**src/rtl/irq_router_pkg.sv**
```systemverilog
package irq_router_pkg;
  // Shift from byte address to register index (64-byte stride)
  localparam int REG_SHIFT = 6;

  typedef enum logic [1:0] {
    ACC_B1 = 2'd0,
    ACC_B2 = 2'd1,
    ACC_B4 = 2'd2,
    ACC_B8 = 2'd3
  } acc_size_e;
endpackage

```
**src/rtl/irq_req_vec.sv**
```systemverilog
module irq_req_vec #(
  parameter int LINES = 64,
  localparam int LIDX_W = $clog2(LINES)
) (
  input  logic              clk,
  input  logic              rst_n,
  input  logic              set_en,
  input  logic [LIDX_W-1:0] set_idx,
  input  logic              clr_en,
  input  logic [LIDX_W-1:0] clr_idx,
  output logic [LINES-1:0]  req_vec
);
  logic [LINES-1:0] req_q, req_nxt;

  // Clear first, then set, so a set of the same line wins
  always_comb begin
    req_nxt = req_q;
    if (clr_en) req_nxt[clr_idx] = 1'b0;
    if (set_en) req_nxt[set_idx] = 1'b1;
  end

  always_ff @(posedge clk or negedge rst_n) begin
    if (!rst_n) req_q <= '0;
    else        req_q <= req_nxt;
  end

  assign req_vec = req_q;
endmodule

```
**src/rtl/irq_mask_bank.sv**
```systemverilog
module irq_mask_bank #(
  parameter int NUM_CPUS = 4,
  parameter int LINES    = 64
) (
  input  logic                           clk,
  input  logic                           rst_n,
  input  logic [NUM_CPUS-1:0]            mask_we,
  input  logic [LINES-1:0]               wdata,
  input  logic [LINES-1:0]               req_vec,
  output logic [NUM_CPUS-1:0][LINES-1:0] mask_q,
  output logic [NUM_CPUS-1:0][LINES-1:0] routed,
  output logic [NUM_CPUS-1:0]            irq
);
  for (genvar gi = 0; gi < NUM_CPUS; gi++) begin : g_cpu
    always_ff @(posedge clk or negedge rst_n) begin
      if (!rst_n)           mask_q[gi] <= '0;
      else if (mask_we[gi]) mask_q[gi] <= wdata;
    end
    assign routed[gi] = mask_q[gi] & req_vec;
    assign irq[gi]    = |routed[gi];
  end
endmodule

```
**src/rtl/irq_reg_decode.sv**
```systemverilog
module irq_reg_decode
  import irq_router_pkg::*;
#(
  parameter int NUM_CPUS = 4,
  parameter int LINES    = 64,
  parameter int IDX_W    = 6
) (
  input  logic                           clk,
  input  logic                           rst_n,
  input  logic                           req,
  input  logic                           we,
  input  logic [1:0]                     size,
  input  logic [IDX_W-1:0]               idx,
  input  logic [NUM_CPUS-1:0][LINES-1:0] mask_q,
  input  logic [NUM_CPUS-1:0][LINES-1:0] routed,
  input  logic [LINES-1:0]               req_vec,
  output logic [NUM_CPUS-1:0]            mask_we,
  output logic [LINES-1:0]               rdata,
  output logic                           err
);
  localparam int ROUTE_BASE = NUM_CPUS;
  localparam int PEND_IDX   = 2 * NUM_CPUS;

  logic             full, hit_mask, hit_route, hit_pend, bad;
  logic [LINES-1:0] rd_val;
  logic [LINES-1:0] rdata_q;
  logic             err_q;

  always_comb begin
    full      = (size == ACC_B8);
    hit_mask  = 1'b0;
    hit_route = 1'b0;
    hit_pend  = (idx == IDX_W'(PEND_IDX));
    rd_val    = hit_pend ? req_vec : '0;
    for (int c = 0; c < NUM_CPUS; c++) begin
      if (idx == IDX_W'(c)) begin
        hit_mask = 1'b1;
        rd_val   = mask_q[c];
      end
      if (idx == IDX_W'(ROUTE_BASE + c)) begin
        hit_route = 1'b1;
        rd_val    = routed[c];
      end
    end
    bad = !full || !(hit_mask || hit_route || hit_pend) || (we && !hit_mask);
    for (int c = 0; c < NUM_CPUS; c++)
      mask_we[c] = req && we && !bad && (idx == IDX_W'(c));
  end

  always_ff @(posedge clk or negedge rst_n) begin
    if (!rst_n) begin
      rdata_q <= '0;
      err_q   <= 1'b0;
    end else begin
      err_q   <= req && bad;
      rdata_q <= (req && !we && !bad) ? rd_val : '0;
    end
  end

  assign rdata = rdata_q;
  assign err   = err_q;
endmodule

```
**src/rtl/dev_irq_router.sv**
```systemverilog
module dev_irq_router
  import irq_router_pkg::*;
#(
  parameter int NUM_CPUS = 4,
  parameter int LINES    = 64,
  parameter int ADDR_W   = 12,
  localparam int LIDX_W  = $clog2(LINES),
  localparam int IDX_W   = ADDR_W - REG_SHIFT
) (
  input  logic                clk,
  input  logic                rst_n,
  input  logic                dev_set_en,
  input  logic [LIDX_W-1:0]   dev_set_idx,
  input  logic                dev_clr_en,
  input  logic [LIDX_W-1:0]   dev_clr_idx,
  input  logic                bus_req,
  input  logic                bus_we,
  input  logic [1:0]          bus_size,
  input  logic [ADDR_W-1:0]   bus_addr,
  input  logic [LINES-1:0]    bus_wdata,
  output logic [LINES-1:0]    bus_rdata,
  output logic                bus_err,
  output logic [NUM_CPUS-1:0] cpu_irq
);
  logic [LINES-1:0]               req_vec;
  logic [NUM_CPUS-1:0][LINES-1:0] mask_q;
  logic [NUM_CPUS-1:0][LINES-1:0] routed;
  logic [NUM_CPUS-1:0]            mask_we;
  logic [IDX_W-1:0]               reg_idx;
  logic                           unused_addr_lo;

  assign reg_idx        = bus_addr[ADDR_W-1:REG_SHIFT];
  assign unused_addr_lo = ^bus_addr[REG_SHIFT-1:0];

  irq_req_vec #(.LINES(LINES)) u_req (
    .clk(clk), .rst_n(rst_n),
    .set_en(dev_set_en), .set_idx(dev_set_idx),
    .clr_en(dev_clr_en), .clr_idx(dev_clr_idx),
    .req_vec(req_vec)
  );

  irq_mask_bank #(.NUM_CPUS(NUM_CPUS), .LINES(LINES)) u_bank (
    .clk(clk), .rst_n(rst_n),
    .mask_we(mask_we), .wdata(bus_wdata), .req_vec(req_vec),
    .mask_q(mask_q), .routed(routed), .irq(cpu_irq)
  );

  irq_reg_decode #(.NUM_CPUS(NUM_CPUS), .LINES(LINES), .IDX_W(IDX_W)) u_dec (
    .clk(clk), .rst_n(rst_n),
    .req(bus_req), .we(bus_we), .size(bus_size), .idx(reg_idx),
    .mask_q(mask_q), .routed(routed), .req_vec(req_vec),
    .mask_we(mask_we), .rdata(bus_rdata), .err(bus_err)
  );
endmodule

```
**config.mk**
```make
export PLATFORM = sky130hd
export DESIGN_NAME = dev_irq_router
export DESIGN_NICKNAME = d
export VERILOG_FILES = /design/src/rtl/irq_router_pkg.sv /design/src/rtl/irq_req_vec.sv /design/src/rtl/irq_mask_bank.sv /design/src/rtl/irq_reg_decode.sv /design/src/rtl/dev_irq_router.sv
export SDC_FILE = /design/constraint.sdc
export NUM_CORES = 1
export LEC_CHECK = 0
export ABC_AREA = 0
export ABC_CLOCK_PERIOD_IN_PS = 2000
export BUFFER_PORTS_ARGS = -buffer_cell sky130_fd_sc_hd__buf_2
export CAP_MARGIN = 20
export CORE_ASPECT_RATIO = 1.2
export CORE_MARGIN = 2
export CORE_UTILIZATION = 45
export CTS_BUF_LIST = sky130_fd_sc_hd__clkbuf_8
export CTS_CLUSTER_SIZE = 10
export DETAILED_ROUTE_END_ITERATION = 6
export GPL_TIMING_DRIVEN = 0
export PLACE_DENSITY = 0.67
export SYNTH_ARGS = -nofsm -noshare
export SYNTH_HDL_FRONTEND = slang
export SYNTH_HIERARCHICAL = 1
export SYNTH_SLANG_ARGS = --single-unit
```
**constraint.sdc**
```tcl
create_clock -name clk -period 2 [get_ports clk]
set_input_delay 0.3 -clock clk [delete_from_list [all_inputs] [get_ports clk]]
set_output_delay 0.3 -clock clk [all_outputs]
set_load 0.03 [all_outputs]
```
==> results of run 1 <==
[metal layers]
layer,global-route usage,part of all wire
met1,0.4710,0.37
met4,0.2738,0.077
met5,0,0.00029
met3,0.08790,0.10
met2,0.6005,0.45
[sequential cells by signal, indices dropped and copies added, names as in the netlist]
name,flops
u_bank/mask_q,256
u_dec/err,1
u_dec/rdata,64
u_req/req_vec,64
[cell families (layout without fill, tap and decap cells)]
group	count (synthesis)	count (layout)
other	0	4
AND/OR/NAND/NOR	538	538
flip-flops	385	385
multiplexers	267	267
buffers and inverters	148	539
AO/OA/AOI/OAI	671	671
XOR/XNOR	1	1
[cells in the final DEF (no fill, tap or decap), types with 23 or more instances in the layout]
cell,count
clkbuf_8,84
nand2b_1,66
buf_6,25
buf_4,48
and2_4,33
mux2_2,228
a22oi_1,75
a21oi_1,167
o21ai_0,158
clkbuf_1,47
dlygate4sd3_1,70
a21o_1,58
buf_2,161
nor2b_1,47
o21ai_1,23
o221ai_1,65
dfrtp_1,371
and2_1,214
o221ai_2,60
clkbuf_2,24
or4_4,33
[timing repair]
item / 4_1_cts / 5_1_grt
endpoints found under the hold margin: 334 / 0
hold buffers: 70 / 0
setup buffers: 37 / 6
gates cloned: 5 / 3
setup endpoints to repair: 320 / 157
gates resized for setup: 177 / 54
pin swaps: 23 / 18
[metrics by stage]
stage / setup TNS [ns] / instances / cell area (µm²) / hold WS, ns
2_1_floorplan: -62.47 / 2010 / 21860 / 0.004409
3_3_place_gp: -3037.38 / 2779 / 23400 / 0.4864
3_5_place_dp: -418.34 / 2789 / 23580 / 0.3042
4_1_cts: -4.007 / 3010 / 26660 / 0.05411
5_1_grt: -4.228 / 3018 / 26930 / 0.07842
6_report: -5.304 / 3021 / 26940 / 0.09071
[layout make-up]
class | instances | area [µm²]
multi-input combinational | 1477 | 11800
timing repair buffer | 284 | 2212
inverter | 7 | 26.28
fill | 4069 | 19120
antenna | 4 | 10.01
clock buffer | 81 | 1115
clock inverter | 31 | 252.7
sequential | 385 | 9652
buffer | 136 | 1097
tap | 616 | 770.7
[worst max-delay path, stage by stage, from the launching register on]
cell and delay, ns:
dfrtp_1 0.41, and2_4 0.18, or4_4 0.54, nor4_4 0.52, nand4_1 0.27, buf_6 0.22
[worst paths after layout]
| kind | start | to | cells past startpoint | slack (ns) |
|---|---|---|---|---|
| max in group asynchronous | rst_n | u_req/req_vec[32] | 4 | 0.28 |
| hold reg to reg | u_bank/mask_q[193] | u_bank/mask_q[193] | 1 | 0.51 |
| hold / removal | bus_addr[11] | u_dec/rdata[62] | 4 | 0.09 |
| min in group asynchronous | rst_n | u_dec/rdata[56] | 2 | 0.20 |
| setup reg to reg | u_req/req_vec[62] | u_dec/rdata[62] | 4 | 0.16 |
| setup / recovery | u_bank/mask_q[51] | cpu_irq[0] | 5 | -1.13 |
[power breakdown]
part | internal [µW] | leakage [µW] | switching, µW | total [µW]
Combinational | 670 | 0.00599 | 1100 | 1770
Clock | 4180 | 0.000743 | 3460 | 7640
Sequential | 8070 | 0.00528 | 513 | 8580
Total | 12900 | 0.0120 | 5080 | 18000
==> results.cfg, run 1 <==
[logic_synthesis]
synthMuxAreaShare = 0.1422
ys_seq_elements = 385
yosysWarnings = 6
synth_top_area_frac = 0.4578
synth_fa_ha_area_frac = 0
synth_commonest_cells = 385 x dfrtp_1, 250 x and2_1, 240 x mux2_2
yosys.area_share.xor_xnor = 0.0004162
synth_cell_type_count = 56
yosysTopAreaCell = dfrtp_1
synth_edf_count = 0
syn_nets = 2106
synthArstFlopShare = 1.000
netlist_area_mm2 = 0.02104
synth-seq-area-share = 0.4578
yosys.area_share.simple = 0.1615
syn_avg_cell_area_um2 = 10.47
synth_top_family_by_area = compound AO/OA/AOI/OAI gates
synthTopCellsByArea = dfrtp_1 46%, mux2_2 13%, and2_1 7.4%, o221ai_1 5.2%, a21oi_1 4.2%
synth.most_common_cell = dfrtp_1
synth_ff_type = dfrtp_1
syn_inst = 2010
synth_compound_area_frac = 0.2074

[power_and_ir_drop]
p_per_area_mw_per_mm2 = 667.8
max-vdd-ir-drop_uv = 550.9
totalPowerFinal_uw = 17990
p_leak_uw = 0.01202

[placed_design]
hpwl_um = 64730
gp_congestion = 1.028
portBuffers = 153
placement.setup.worst_slack_ns = -1.866

[cts]
clkLatencyLatePin_ns = 0.68
htreeDepth = 3
cts-root-buf = clkbuf_8
clock_path_buffers = 3
cts_tree = done
cts-buffers-inserted = 67
cts_sinks = 385
clkTransAtPathRegs_ns = 0.06

[global_routing]
track_usage = 0.3837
grt_pass1_vias = 19360
grt_overflow = 0
grt_start_max_net_pins = 117
antenna_found_initial = 8
grt_pass1_wl_um = 133600

[finish]
area_growth_pct = 28.02
final_util = 0.5849
drive_gt1_frac = 0.3549
layout.nets = 2454

[detailed_routing]
drt-total-wl_um = 93810
ant_nets = 0
wire_per_inst_um = 31.05
vias_per_cell = 6.540
dr.pass1.iters = 6
vias = 19760
drcViolationCount = 0
first_iter_violations = 2405

[run_status]
violations = setup timing
status = complete, but fails checks

[floorplanning]
fp.dieH_um = 240.9
start_util = 0.4569
rows = 86
core-area_mm2 = 0.04605
pin_count = 165
die-area_mm2 = 0.04851
die_x_um = 201.4

[setup_path]
endpoint_kind = output port
cp_max_fo = 3
start_kind = flop
worst_ep_arrival_time_ns = 2.83
crit_type = reg2out
crit_required_ns = 1.70

[sta]
tightest_slew_ns = 0.9813
fmax_mhz = 319.1
worst_slack_ns = -1.134
hold_viol = 0
fin_skew_ns = 0.03180
slew-limit-headroom = 0.3420
fin_crit_ns = 3.134
grt_setup_unrepaired = true
finalSetupViolCount = 39
fin_crit_sh = 1.567
drv_slew = 0

[flow_run]
cap_violations = 0

[worst_hold_path]
worstHoldPathType = in2reg
(Power assumes the default switching activity.)
==> run 2: changes to the inputs <==
Settings changed: SETUP_SLACK_MARGIN from default to 0.4.
==> results.cfg, run 2 (synthesis results as in run 1) <==
[run_status]
status = complete, but fails checks
violations = setup timing

[cts]
cts-root-buf = clkbuf_8
cts_tree = done
cts-buffers-inserted = 67
clkTransAtPathRegs_ns = 0.07
clkLatencyLatePin_ns = 0.70
clock_path_buffers = 3
htreeDepth = 3
cts_sinks = 385

[sta]
worst_slack_ns = -1.224
fin_crit_sh = 1.612
fmax_mhz = 310.2
drv_slew = 0
hold_viol = 0
fin_crit_ns = 3.224
tightest_slew_ns = 1.053
slew-limit-headroom = 0.2983
finalSetupViolCount = 6
grt_setup_unrepaired = true
fin_skew_ns = 0.03214

[floorplanning]
fp.dieH_um = 240.9
die_x_um = 201.4
pin_count = 165
start_util = 0.4569
die-area_mm2 = 0.04851
core-area_mm2 = 0.04605
rows = 86

[detailed_routing]
dr.pass1.iters = 7
vias_per_cell = 6.706
first_iter_violations = 2745
ant_nets = 0
wire_per_inst_um = 32.87
drt-total-wl_um = 102000
vias = 20810
drcViolationCount = 0

[setup_path]
start_kind = flop
worst_ep_arrival_time_ns = 2.92
cp_num_buf_inv = 1
endpoint_kind = output port
critPathMaxStageDelay_ns = 0.58
crit_required_ns = 1.70
crit_chain = and2_1 -> or4_4 -> nor4_4 -> nand4_1 -> buf_6
critical-path-slowest-cell = or4_4
cp_max_fo = 6
crit_type = reg2out
critPathTopFamily = simple AND/OR/NAND/NOR gates

[finish]
regMostFlops = u_bank/mask_q
layout.nets = 2527
largest_reg_flops = 256
final_common_cell = dfrtp_1
drive_gt1_frac = 0.3972
final_util = 0.6467
stdcell_count = 3103
area_growth_pct = 41.53
layout_common_cells = 374 x dfrtp_1, 231 x and2_1, 223 x mux2_4, 163 x buf_2, 157 x o21ai_0

[power_and_ir_drop]
p_per_area_mw_per_mm2 = 613.5
max-vdd-ir-drop_uv = 502.4
p_leak_uw = 0.01298

[global_routing]
antenna_found_initial = 7
grt_start_max_net_pins = 127
grt_pass1_vias = 19520
grt_pass1_wl_um = 134500
grt_overflow = 0
track_usage = 0.3847

[flow_run]
cap_violations = 0

[placed_design]
portBuffers = 153
hpwl_um = 64560
gp_congestion = 1.010
dp.cells = 2790

[worst_hold_path]
worstHoldPathType = in2async
run 2: cell types whose count changed in the layout (fill, tap and decap cells not counted), moves of 18 or more:
cell | before | now
mux2_2 | 228 | 24
a21oi_2 | 12 | 66
clkbuf_16 | 10 | 34
mux2_4 | 12 | 223
buf_12 | 13 | 46
o221ai_4 | 1 | 20
and2_4 | 33 | 15
a21oi_1 | 167 | 113
run 2: timing repair:
| item | CTS | global route |
|---|---|---|
| cloned | 7 | 35 |
| endpoints found under the hold margin | 523 | 0 |
| buffers inserted | 25 | 49 |
| endpoints found under the setup margin | 325 | 448 |
| resized for setup | 181 | 479 |
| hold buffers | 71 | 0 |
| pin swaps | 20 | 72 |
run 2: path summary, 6_finish.rpt:
| check | startpoint | slack, ns | cells after the start | endpoint |
|---|---|---|---|---|
| hold reg to reg | u_bank/mask_q[191] | 0.52 | 1 | u_bank/mask_q[191] |
| setup reg to reg | u_req/req_vec[62] | 0.36 | 4 | u_dec/rdata[62] |
| max in group asynchronous | rst_n | 0.49 | 4 | u_dec/rdata[21] |
| setup / recovery | u_req/req_vec[62] | -1.22 | 5 | cpu_irq[1] |
| min in group clk | dev_set_idx[1] | 0.05 | 3 | u_req/req_vec[57] |
| hold / removal | rst_n | 0.05 | 2 | u_bank/mask_q[119] |
run 2: layout make-up:
| cell class | count | area [µm²] |
|---|---|---|
| plain buffers | 141 | 1386 |
| fillers | 3631 | 16270 |
| clock buffers | 89 | 1225 |
| flip-flops and latches | 385 | 9648 |
| repair buffers | 352 | 3463 |
| multi-input cells | 1477 | 13050 |
| inverters | 7 | 26.28 |
| well taps | 616 | 770.7 |
| diodes | 7 | 17.52 |
| clock inverters | 29 | 200.2 |
run 2: worst reg2reg max path, stage by stage (launching register included):
cell and delay, ns:
dfrtp_2 0.43, and2_1 0.22, a221oi_2 0.08, or4_4 0.44
a221oi_4 0.36
run 2: report_power, final:
| group | internal, µW | leakage [µW] | switching (µW) | total (µW) |
|---|---|---|---|---|
| registers | 8070 | 0.00529 | 510 | 8580 |
| logic | 698 | 0.00689 | 1170 | 1860 |
| clock network | 4350 | 0.000806 | 3490 | 7830 |
| total | 13100 | 0.0130 | 5160 | 18300 |
run 2: per-layer routing:
metal  part of all wire  GRT usage
met5            0.00015          0
met4              0.084     0.2627
met1               0.37     0.4725
met3               0.11     0.1003
met2               0.43     0.5978
run 2: through the flow:
stage                     area (µm²)  power, µW  TNS [ns]  worst slack (ns)  hold WS (ns)
after floorplan                21880       9171    -62.48           -0.3598      0.004409
after global placement         23410      10010  -2993.59            -6.788        0.4892
after detailed placement       23590      10080   -383.48            -1.851        0.1699
after CTS                      26810      18100    -15.92            -1.126       0.01442
after global routing           29770      18860    -4.635            -1.184       0.06661
final                          29780      18270    -4.822            -1.224       0.05106
